<file path="src/rtl/pci_init_pkg.sv">
package pci_init_pkg;

    localparam int PCI_AD_W = 32;
    localparam int PCI_BE_W = PCI_AD_W / 8;

    localparam logic [PCI_BE_W-1:0] CMD_MEM_READ  = 4'b0110;
    localparam logic [PCI_BE_W-1:0] CMD_MEM_WRITE = 4'b0111;

    typedef enum logic [1:0] {
        PH_IDLE,
        PH_ADDR,
        PH_DATA,
        PH_RELEASE
    } phase_e;

    typedef enum logic [1:0] {
        ST_OK     = 2'd0,
        ST_MABORT = 2'd1,
        ST_DISC   = 2'd2
    } xfer_status_e;

    typedef struct packed {
        logic                frame_n;
        logic                frame_oe;
        logic                irdy_n;
        logic                irdy_oe;
        logic [PCI_AD_W-1:0] ad;
        logic                ad_oe;
        logic [PCI_BE_W-1:0] cbe_n;
        logic                cbe_oe;
    } bus_drv_t;

    typedef struct packed {
        logic devsel_n;
        logic trdy_n;
        logic stop_n;
    } tgt_resp_t;

    function automatic logic even_par(input logic [PCI_AD_W-1:0] ad,
                                      input logic [PCI_BE_W-1:0] cbe);
        return ^{ad, cbe};
    endfunction

endpackage

</file>
<file path="src/rtl/pci_init_seq.sv">
module pci_init_seq
    import pci_init_pkg::*;
#(
    parameter int MAX_BEATS   = 4,
    parameter int DEVSEL_WAIT = 4,
    parameter int BIDX_W      = (MAX_BEATS > 1) ? $clog2(MAX_BEATS) : 1,
    parameter int CNT_W       = $clog2(MAX_BEATS + 1)
) (
    input  logic              clk,
    input  logic              rst,
    input  logic              start,
    input  logic [BIDX_W-1:0] last_idx,
    input  tgt_resp_t         resp,
    output phase_e            phase,
    output logic [BIDX_W-1:0] beat,
    output logic              final_ph,
    output logic              xfer,
    output logic              done,
    output xfer_status_e      status,
    output logic [CNT_W-1:0]  beats
);

    localparam int WAIT_W = $clog2(DEVSEL_WAIT + 2);

    phase_e            phase_q;
    xfer_status_e      status_q;
    logic [CNT_W-1:0]  beats_q;
    logic [WAIT_W-1:0] wait_q;
    logic              claimed_q;
    logic              force_q;
    logic              aborting_q;

    logic              claim_now;
    logic              phase_end;
    logic              timeout;
    logic [CNT_W-1:0]  beats_next;
    logic [CNT_W-1:0]  total;

    assign beat       = beats_q[BIDX_W-1:0];
    assign final_ph   = (beat == last_idx) | force_q | aborting_q;
    assign claim_now  = ~resp.devsel_n;
    assign xfer       = (phase_q == PH_DATA) && !aborting_q && claim_now && !resp.trdy_n;
    assign phase_end  = (phase_q == PH_DATA) &&
                        (aborting_q || (claim_now && final_ph && (!resp.trdy_n || !resp.stop_n)));
    assign timeout    = (phase_q == PH_DATA) && !aborting_q && !claimed_q && !claim_now &&
                        (wait_q == WAIT_W'(DEVSEL_WAIT - 1));
    assign beats_next = beats_q + CNT_W'(xfer);
    assign total      = CNT_W'(last_idx) + CNT_W'(1);

    always_ff @(posedge clk) begin
        if (rst) begin
            phase_q    <= PH_IDLE;
            status_q   <= ST_OK;
            beats_q    <= '0;
            wait_q     <= '0;
            claimed_q  <= 1'b0;
            force_q    <= 1'b0;
            aborting_q <= 1'b0;
        end else begin
            case (phase_q)
                PH_IDLE: begin
                    if (start) begin
                        phase_q    <= PH_ADDR;
                        beats_q    <= '0;
                        wait_q     <= '0;
                        claimed_q  <= 1'b0;
                        force_q    <= 1'b0;
                        aborting_q <= 1'b0;
                    end
                end
                PH_ADDR: phase_q <= PH_DATA;
                PH_DATA: begin
                    if (claim_now) claimed_q <= 1'b1;
                    else if (!claimed_q) wait_q <= wait_q + WAIT_W'(1);
                    if (xfer) beats_q <= beats_next;
                    if (phase_end) begin
                        phase_q  <= PH_RELEASE;
                        status_q <= aborting_q ? ST_MABORT :
                                    (beats_next < total) ? ST_DISC : ST_OK;
                    end else if (timeout) begin
                        if (final_ph) begin
                            phase_q  <= PH_RELEASE;
                            status_q <= ST_MABORT;
                        end else begin
                            aborting_q <= 1'b1;
                        end
                    end else if (claim_now && !resp.stop_n) begin
                        force_q <= 1'b1;
                    end
                end
                default: phase_q <= PH_IDLE;
            endcase
        end
    end

    assign phase  = phase_q;
    assign done   = (phase_q == PH_RELEASE);
    assign status = status_q;
    assign beats  = beats_q;

    a_r5_abort_unclaimed: assert property (@(posedge clk) disable iff (rst)
        (phase_q == PH_RELEASE && status_q == ST_MABORT) |-> !claimed_q);

    a_r5_window_bound: assert property (@(posedge clk) disable iff (rst)
        (phase_q == PH_DATA && !claimed_q && !aborting_q) |-> (wait_q < WAIT_W'(DEVSEL_WAIT)));

    a_r6_stop_final: assert property (@(posedge clk) disable iff (rst)
        (phase_q == PH_DATA && !aborting_q && !resp.devsel_n && !resp.stop_n)
        |=> (phase_q == PH_RELEASE || final_ph));

    a_r8_done_pulse: assert property (@(posedge clk) disable iff (rst)
        (phase_q == PH_RELEASE) |=> (phase_q == PH_IDLE));

endmodule

</file>
<file path="src/rtl/pci_init_drv.sv">
module pci_init_drv
    import pci_init_pkg::*;
#(
    parameter int MAX_BEATS = 4,
    parameter int BIDX_W    = (MAX_BEATS > 1) ? $clog2(MAX_BEATS) : 1
) (
    input  logic                            clk,
    input  logic                            rst,
    input  logic                            start,
    input  logic                            req_write,
    input  logic [PCI_AD_W-1:0]             req_addr,
    input  logic [MAX_BEATS*PCI_AD_W-1:0]   req_wdata,
    input  logic [MAX_BEATS*PCI_BE_W-1:0]   req_be,
    input  phase_e                          phase,
    input  logic [BIDX_W-1:0]               beat,
    input  logic                            final_ph,
    input  logic                            xfer,
    input  logic [PCI_AD_W-1:0]             ad_in,
    output bus_drv_t                        drv,
    output logic                            rd_valid,
    output logic [BIDX_W-1:0]               rd_idx,
    output logic [PCI_AD_W-1:0]             rd_data
);

    logic                wr_q;
    logic [PCI_AD_W-1:0] addr_q;
    logic [PCI_AD_W-1:0] wd_q [MAX_BEATS];
    logic [PCI_BE_W-1:0] be_q [MAX_BEATS];

    always_ff @(posedge clk) begin
        if (rst) begin
            wr_q   <= 1'b0;
            addr_q <= '0;
        end else if (start) begin
            wr_q   <= req_write;
            addr_q <= req_addr;
        end
    end

    for (genvar i = 0; i < MAX_BEATS; i++) begin : g_beat
        always_ff @(posedge clk) begin
            if (rst) begin
                wd_q[i] <= '0;
                be_q[i] <= '0;
            end else if (start) begin
                wd_q[i] <= req_wdata[i*PCI_AD_W +: PCI_AD_W];
                be_q[i] <= req_be[i*PCI_BE_W +: PCI_BE_W];
            end
        end
    end

    always_comb begin
        drv = '{frame_n: 1'b1, frame_oe: 1'b0, irdy_n: 1'b1, irdy_oe: 1'b0,
                ad: '0, ad_oe: 1'b0, cbe_n: '1, cbe_oe: 1'b0};
        case (phase)
            PH_ADDR: begin
                drv.frame_n  = 1'b0;
                drv.frame_oe = 1'b1;
                drv.ad       = addr_q;
                drv.ad_oe    = 1'b1;
                drv.cbe_n    = wr_q ? CMD_MEM_WRITE : CMD_MEM_READ;
                drv.cbe_oe   = 1'b1;
            end
            PH_DATA: begin
                drv.frame_n  = final_ph;
                drv.frame_oe = 1'b1;
                drv.irdy_n   = 1'b0;
                drv.irdy_oe  = 1'b1;
                drv.ad       = wr_q ? wd_q[beat] : '0;
                drv.ad_oe    = wr_q;
                drv.cbe_n    = ~be_q[beat];
                drv.cbe_oe   = 1'b1;
            end
            PH_RELEASE: begin
                drv.frame_oe = 1'b1;
                drv.irdy_oe  = 1'b1;
            end
            default: ;
        endcase
    end

    always_ff @(posedge clk) begin
        if (rst) begin
            rd_valid <= 1'b0;
            rd_idx   <= '0;
            rd_data  <= '0;
        end else begin
            rd_valid <= xfer && !wr_q;
            if (xfer && !wr_q) begin
                rd_idx  <= beat;
                rd_data <= ad_in;
            end
        end
    end

    a_r2_cbe_held: assert property (@(posedge clk) disable iff (rst)
        (phase == PH_DATA && $past(phase == PH_DATA) && !$past(xfer)) |-> $stable(drv.cbe_n));

endmodule

</file>
<file path="src/rtl/pci_init_par.sv">
module pci_init_par
    import pci_init_pkg::*;
(
    input  logic                clk,
    input  logic                rst,
    input  logic [PCI_AD_W-1:0] ad,
    input  logic [PCI_BE_W-1:0] cbe_n,
    input  logic                ad_oe,
    output logic                par,
    output logic                par_oe
);

    always_ff @(posedge clk) begin
        if (rst) begin
            par    <= 1'b0;
            par_oe <= 1'b0;
        end else begin
            par    <= even_par(ad, cbe_n);
            par_oe <= ad_oe;
        end
    end

endmodule

</file>
<file path="src/rtl/pci_initiator.sv">
module pci_initiator
    import pci_init_pkg::*;
#(
    parameter int MAX_BEATS   = 4,
    parameter int DEVSEL_WAIT = 4,
    parameter int BIDX_W      = (MAX_BEATS > 1) ? $clog2(MAX_BEATS) : 1,
    parameter int CNT_W       = $clog2(MAX_BEATS + 1)
) (
    input  logic                          clk,
    input  logic                          rst,
    input  logic                          req_valid,
    output logic                          req_ready,
    input  logic                          req_write,
    input  logic [PCI_AD_W-1:0]           req_addr,
    input  logic [BIDX_W-1:0]             req_last,
    input  logic [MAX_BEATS*PCI_AD_W-1:0] req_wdata,
    input  logic [MAX_BEATS*PCI_BE_W-1:0] req_be,
    output logic                          done,
    output logic [1:0]                    done_status,
    output logic [CNT_W-1:0]              done_beats,
    output logic                          rd_valid,
    output logic [BIDX_W-1:0]             rd_idx,
    output logic [PCI_AD_W-1:0]           rd_data,
    input  logic                          frame_n_i,
    input  logic                          irdy_n_i,
    input  logic                          devsel_n_i,
    input  logic                          trdy_n_i,
    input  logic                          stop_n_i,
    input  logic [PCI_AD_W-1:0]           ad_i,
    output logic                          frame_n_o,
    output logic                          frame_oe,
    output logic                          irdy_n_o,
    output logic                          irdy_oe,
    output logic [PCI_AD_W-1:0]           ad_o,
    output logic                          ad_oe,
    output logic [PCI_BE_W-1:0]           cbe_n_o,
    output logic                          cbe_oe,
    output logic                          par_o,
    output logic                          par_oe
);

    phase_e            phase;
    logic [BIDX_W-1:0] beat;
    logic [BIDX_W-1:0] last_q;
    logic              final_ph;
    logic              xfer;
    logic              start;
    xfer_status_e      status;
    bus_drv_t          drv;
    tgt_resp_t         resp;

    assign req_ready = (phase == PH_IDLE) && frame_n_i && irdy_n_i;
    assign start     = req_valid && req_ready;
    assign resp      = '{devsel_n: devsel_n_i, trdy_n: trdy_n_i, stop_n: stop_n_i};

    always_ff @(posedge clk) begin
        if (rst)        last_q <= '0;
        else if (start) last_q <= req_last;
    end

    pci_init_seq #(
        .MAX_BEATS  (MAX_BEATS),
        .DEVSEL_WAIT(DEVSEL_WAIT),
        .BIDX_W     (BIDX_W),
        .CNT_W      (CNT_W)
    ) seq_i (
        .clk     (clk),
        .rst     (rst),
        .start   (start),
        .last_idx(last_q),
        .resp    (resp),
        .phase   (phase),
        .beat    (beat),
        .final_ph(final_ph),
        .xfer    (xfer),
        .done    (done),
        .status  (status),
        .beats   (done_beats)
    );

    pci_init_drv #(
        .MAX_BEATS(MAX_BEATS),
        .BIDX_W   (BIDX_W)
    ) drv_i (
        .clk      (clk),
        .rst      (rst),
        .start    (start),
        .req_write(req_write),
        .req_addr (req_addr),
        .req_wdata(req_wdata),
        .req_be   (req_be),
        .phase    (phase),
        .beat     (beat),
        .final_ph (final_ph),
        .xfer     (xfer),
        .ad_in    (ad_i),
        .drv      (drv),
        .rd_valid (rd_valid),
        .rd_idx   (rd_idx),
        .rd_data  (rd_data)
    );

    pci_init_par par_i (
        .clk   (clk),
        .rst   (rst),
        .ad    (drv.ad),
        .cbe_n (drv.cbe_n),
        .ad_oe (drv.ad_oe),
        .par   (par_o),
        .par_oe(par_oe)
    );

    assign done_status = status;
    assign frame_n_o   = drv.frame_n;
    assign frame_oe    = drv.frame_oe;
    assign irdy_n_o    = drv.irdy_n;
    assign irdy_oe     = drv.irdy_oe;
    assign ad_o        = drv.ad;
    assign ad_oe       = drv.ad_oe;
    assign cbe_n_o     = drv.cbe_n;
    assign cbe_oe      = drv.cbe_oe;

    a_r1_irdy_free_in_addr: assert property (@(posedge clk) disable iff (rst)
        (frame_oe && !frame_n_o && !$past(frame_oe)) |-> !irdy_oe);

    a_r3_irdy_after_frame: assert property (@(posedge clk) disable iff (rst)
        (irdy_oe && $past(irdy_oe) && irdy_n_o && !$past(irdy_n_o)) |-> $past(frame_n_o));

    a_r10_quiet_when_busy: assert property (@(posedge clk) disable iff (rst)
        (!req_ready && phase == PH_IDLE) |=> !frame_oe);

endmodule

</file>
<file path="config.mk">
export PLATFORM = sky130hd
export DESIGN_NAME = pci_initiator
export DESIGN_NICKNAME = d
export VERILOG_FILES = /design/src/rtl/pci_init_pkg.sv /design/src/rtl/pci_init_seq.sv /design/src/rtl/pci_init_drv.sv /design/src/rtl/pci_init_par.sv /design/src/rtl/pci_initiator.sv
export SDC_FILE = /design/constraint.sdc
export NUM_CORES = 1
export LEC_CHECK = 0
export BUFFER_PORTS_ARGS = -buffer_cell sky130_fd_sc_hd__buf_2
export CAP_MARGIN = 20
export CELL_PAD_IN_SITES_DETAIL_PLACEMENT = 0
export CELL_PAD_IN_SITES_GLOBAL_PLACEMENT = 1
export CORE_ASPECT_RATIO = 0.8
export CORE_MARGIN = 10
export CORE_UTILIZATION = 36
export DETAILED_ROUTE_END_ITERATION = 8
export GPL_TIMING_DRIVEN = 0
export PLACE_DENSITY_LB_ADDON = 0.1
export SYNTH_ARGS = -nofsm -noshare
export SYNTH_HDL_FRONTEND = slang
export SYNTH_SLANG_ARGS = --single-unit
</file>
<file path="constraint.sdc">
create_clock -name clk -period 4.6 [get_ports clk]
set_input_delay 0.23 -clock clk [delete_from_list [all_inputs] [get_ports clk]]
set_output_delay 0.23 -clock clk [all_outputs]
set_load 0.05 [all_outputs]
</file>
==> metrics.log <==
INFO  metric track_usage = a little over a fifth
INFO  metric drv_cap = 0
INFO  metric worstReg2RegStart = seq_i.phase[1]
INFO  metric cts-buffers-inserted = 26
INFO  metric worst_clock_skew = 0.007395 ns
INFO  metric post-route-period-util = just under 90%
INFO  metric yosys.area_share.xor_xnor = 3.031%
INFO  metric critPathCaptureType = primary output
INFO  metric first_iter_violations = 573
INFO  metric holdCritPathClass = input pin to flip-flop
INFO  metric critPathMaxFanout = 10
INFO  metric finalHoldViolations = 0
INFO  metric nFillCells = ~2,600
INFO  metric power.ir.vdd_worst = 0.0002283 V
INFO  metric global_route.overflow_total = 0
INFO  metric grt_pass1_wl = 59.74 mm
INFO  metric setup_viol_count_final = 0
INFO  metric sort_of_element_at_the_start_of_the_critical_path = flip-flop
INFO  metric clkTransAtPathRegs = about 0.06 ns
INFO  metric yosysWarnings = 0
INFO  metric reg2reg_to = par_i.par
INFO  metric rr_worst_depth = 10
INFO  metric seqCellArea = between 0.006 and 0.007 sq mm
INFO  metric flow.area_growth_from_synthesis = 46.41%
INFO  metric synth-seq-cells = approximately 230
INFO  metric finalHoldWorstSlack = 0.01470 ns
INFO  metric synth_top_flop_cell = edfxtp_1
INFO  metric cts_root_buf = clkbuf_16
INFO  metric portBuffers = slightly above 300
INFO  metric run_status = completed
INFO  metric post-route-util = a little over half
INFO  metric timing.setup.critical_path_class = flip-flop to primary output
INFO  metric wl_per_cell = 20.94 microns
INFO  metric coreArea = 0.02936 sq mm
INFO  metric synth_area_per_cell = 11.04 sq um
INFO  metric number_of_library_cell_types_mapped_by_synthesis = 46
INFO  metric power_density = around 320 mW/mm^2
INFO  metric fp.dieArea = about 0.037 sq mm
INFO  metric die_h = about 170 microns
INFO  metric cts_setup_buffers = 0
INFO  metric max_freq = approximately 0.25 GHz
INFO  metric timing.critical_path.arrival = 3.80 ns
INFO  metric synth_compound_gate_area_share = 9.280%
INFO  metric detailedRoute.firstPassIterationCount = 5
INFO  metric h_tree_depth = 1
INFO  metric synth_cells = around 970
INFO  metric final_nets = between 1,500 and 2,000
INFO  metric hold_path_startpoint = req_wdata[26]
INFO  metric final_max_slew_violation_count = 0
INFO  metric rsz0062_at_grt = false
INFO  metric min_delay_path_depth = 2
INFO  metric route.detailed.drc = 0
INFO  metric synth-async-reset-ratio = 0%
INFO  metric synthSimpleGateAreaFrac = 19.00%
INFO  metric via_per_inst = 4.882
INFO  metric layout.cells.most_common = buf_2
INFO  metric reg2reg_slack = ~0.91 ns
INFO  metric chipWidth = between 200 and 250 microns
INFO  metric largest_net_degree_at_the_start_of_global_routing = 60
INFO  metric clockBufferDepth = 3
INFO  metric synth_fp_nets = roughly 1,200
INFO  metric clk-insertion-delay-late = roughly 0.53 ns
INFO  metric dp.final_hpwl = roughly 29 mm
INFO  metric detail_route_antenna_nets = 0
INFO  metric final_layout_size_suffix_gt1_share = between 20 and 30%
INFO  metric initial_utilization = 36.56%
INFO  metric mostFrequentLayoutCells = buf_2 (309), dlygate4sd3_1 (202), nand2_1 (178), and2_1 (162), edfxtp_1 (144)
INFO  metric placement_rows = 56
INFO  metric synth_top_family_by_area = simple AND/OR/NAND/NOR gates
INFO  metric synth_edf_count = 144
INFO  metric timing.max_slew.rel_slack = between 30 and 40%
INFO  metric tritoncts = done
INFO  metric synth_adder_area_share = between 1 and 1.5%
INFO  metric hold-path-endpoint = drv_i.wd_q[0][26]
INFO  metric boundaryPins = 305
INFO  metric vias_in_the_first_global_route = a little under 10,000
INFO  metric multiplexer_area_fraction_after_synthesis = 7.624%
INFO  metric num_vias = 9,306
INFO  metric synth_seq_area_share = between 50% and 60%
INFO  metric critical_path_required = 4.37 ns
INFO  metric finalCriticalPeriod = ~4 ns
INFO  metric route.final.wire_length = between 30 and 40 mm
INFO  metric post_synth_instance_area = 0.01073 sq mm
INFO  metric power.leakage = around 6.4 nW
INFO  metric grt_antenna_before_repair = 3
INFO  metric clock-sinks = ~230
INFO  metric timing_worst_slew_pin_value = 1.003 ns
INFO  metric gpl_wtd_cong = between 0.8 and 0.9
INFO  metric multiInputGateArea = approximately 0.0043 sq mm
[synth_stat cells (all sizes together), types with 8 or more instances]
master | number | area, sq um
nand2 | 178 | 668.1
and2 | 162 | 1013
edfxtp | 144 | 4324
dfxtp | 87 | 1742
a21oi | 82 | 414.2
clkbuf | 52 | 195.2
mux2i | 33 | 330.3
nor2 | 28 | 105.1
mux4 | 21 | 488.0
xnor2 | 20 | 175.2
buf | 15 | 105.1
nor2b | 15 | 93.84
o221ai | 15 | 131.4
a22oi | 12 | 105.1
ha | 12 | 150.1
o21ai | 12 | 60.06
xor2 | 12 | 105.1
inv | 10 | 37.54
a21boi | 8 | 60.06
a31oi | 8 | 50.05
[worst max-delay path, stage by stage, from the launching register on]
cell      delay (ns)
dfxtp_1         0.34
inv_1           0.11
ha_1            0.43
buf_1           0.65
clkbuf_1        0.50
clkbuf_1        0.53
a22oi_1         0.20
nor2b_1         0.20
buf_2           0.30
[metrics by stage]
step / setup TNS, ns / worst slack (ns) / cell area, sq um / instances / power, mW
2_1_floorplan: 0 / 0.8718 / 10740 / 972 / 2.568
6_report: 0 / 0.5677 / 15710 / 1906 / 5.065
3_5_place_dp: 0 / 0.9792 / 12780 / 1654 / 2.768
5_1_grt: 0 / 0.4558 / 15710 / 1905 / 5.246
3_3_place_gp: -24.31 / -0.1766 / 12720 / 1652 / 2.764
4_1_cts: 0 / 0.6073 / 15710 / 1904 / 5.113
[kinds of logic (layout without fill, tap and decap cells)]
| family | after synthesis | in the layout |
|---|---|---|
| xor+xnor | 34 | 34 |
| other cells | 0 | 2 |
| fa+ha+maj | 12 | 12 |
| compound gates | 158 | 158 |
| mux | 54 | 54 |
| flops | 231 | 231 |
| buf+inv | 77 | 632 |
| simple gates | 406 | 406 |
[registers in the layout, summed over array words and instances (netlist names), 2 cells and up, named ones only]
| register | flops |
|---|---|
| drv_i.addr_q | 32 |
| drv_i.be_q | 16 |
| drv_i.rd_idx | 2 |
| seq_i.beats | 3 |
| seq_i.status | 2 |
| drv_i.wd_q | 128 |
| drv_i.rd_data | 32 |
| last_q | 2 |
| seq_i.phase | 2 |
| seq_i.wait_q | 3 |
[where the power goes]
group          switching [mW]  total [mW]  leakage [nW]  internal [mW]
registers              0.0298        2.32          2.21           2.29
logic                   0.272       0.538          3.76          0.267
clock network           0.876        2.20         0.440           1.33
total                    1.18        5.06          6.41           3.89
[metal layers]
layer	track usage [%]	up-vias	part of all wire (%)
li1	-	4467	-
met1	29.61	4485	46
met2	33.24	299	46
met3	3.865	53	6.6
met4	4.307	2	1.9
met5	0	-	0.033
[worst max path at each step]
stage	from	to	slack [ns]	depth (start not counted)
2_1_floorplan	seq_i.phase[0]	drv_i.be_q[0][0]	0.87	6
3_3_place_gp	seq_i.phase[0]	drv_i.wd_q[3][17]	-0.18	6
3_5_place_dp	seq_i.phase[1]	par_i.par	0.98	11
4_1_cts	seq_i.phase[1]	ad_o[1]	0.61	8
5_1_grt	seq_i.phase[1]	ad_o[1]	0.46	8
6_report	seq_i.phase[1]	ad_o[1]	0.57	8
[layout make-up]
type | instances | share of cell area (%)
plain buffers | 67 | 1.911
clock inverters | 17 | 1.226
inverters | 10 | 0.2389
multi-input cells | 664 | 27.60
clock buffers | 31 | 4.523
flip-flops and latches | 231 | 38.60
diodes | 2 | 0.03185
well taps | 377 | 3.002
repair buffers | 507 | 22.87
[what timing repair did]
item / in CTS / in global routing
gates resized for setup: 0 / 0
endpoints found under the hold margin: 202 / 0
hold buffers: 202 / 0
(Power assumes the default switching activity.)
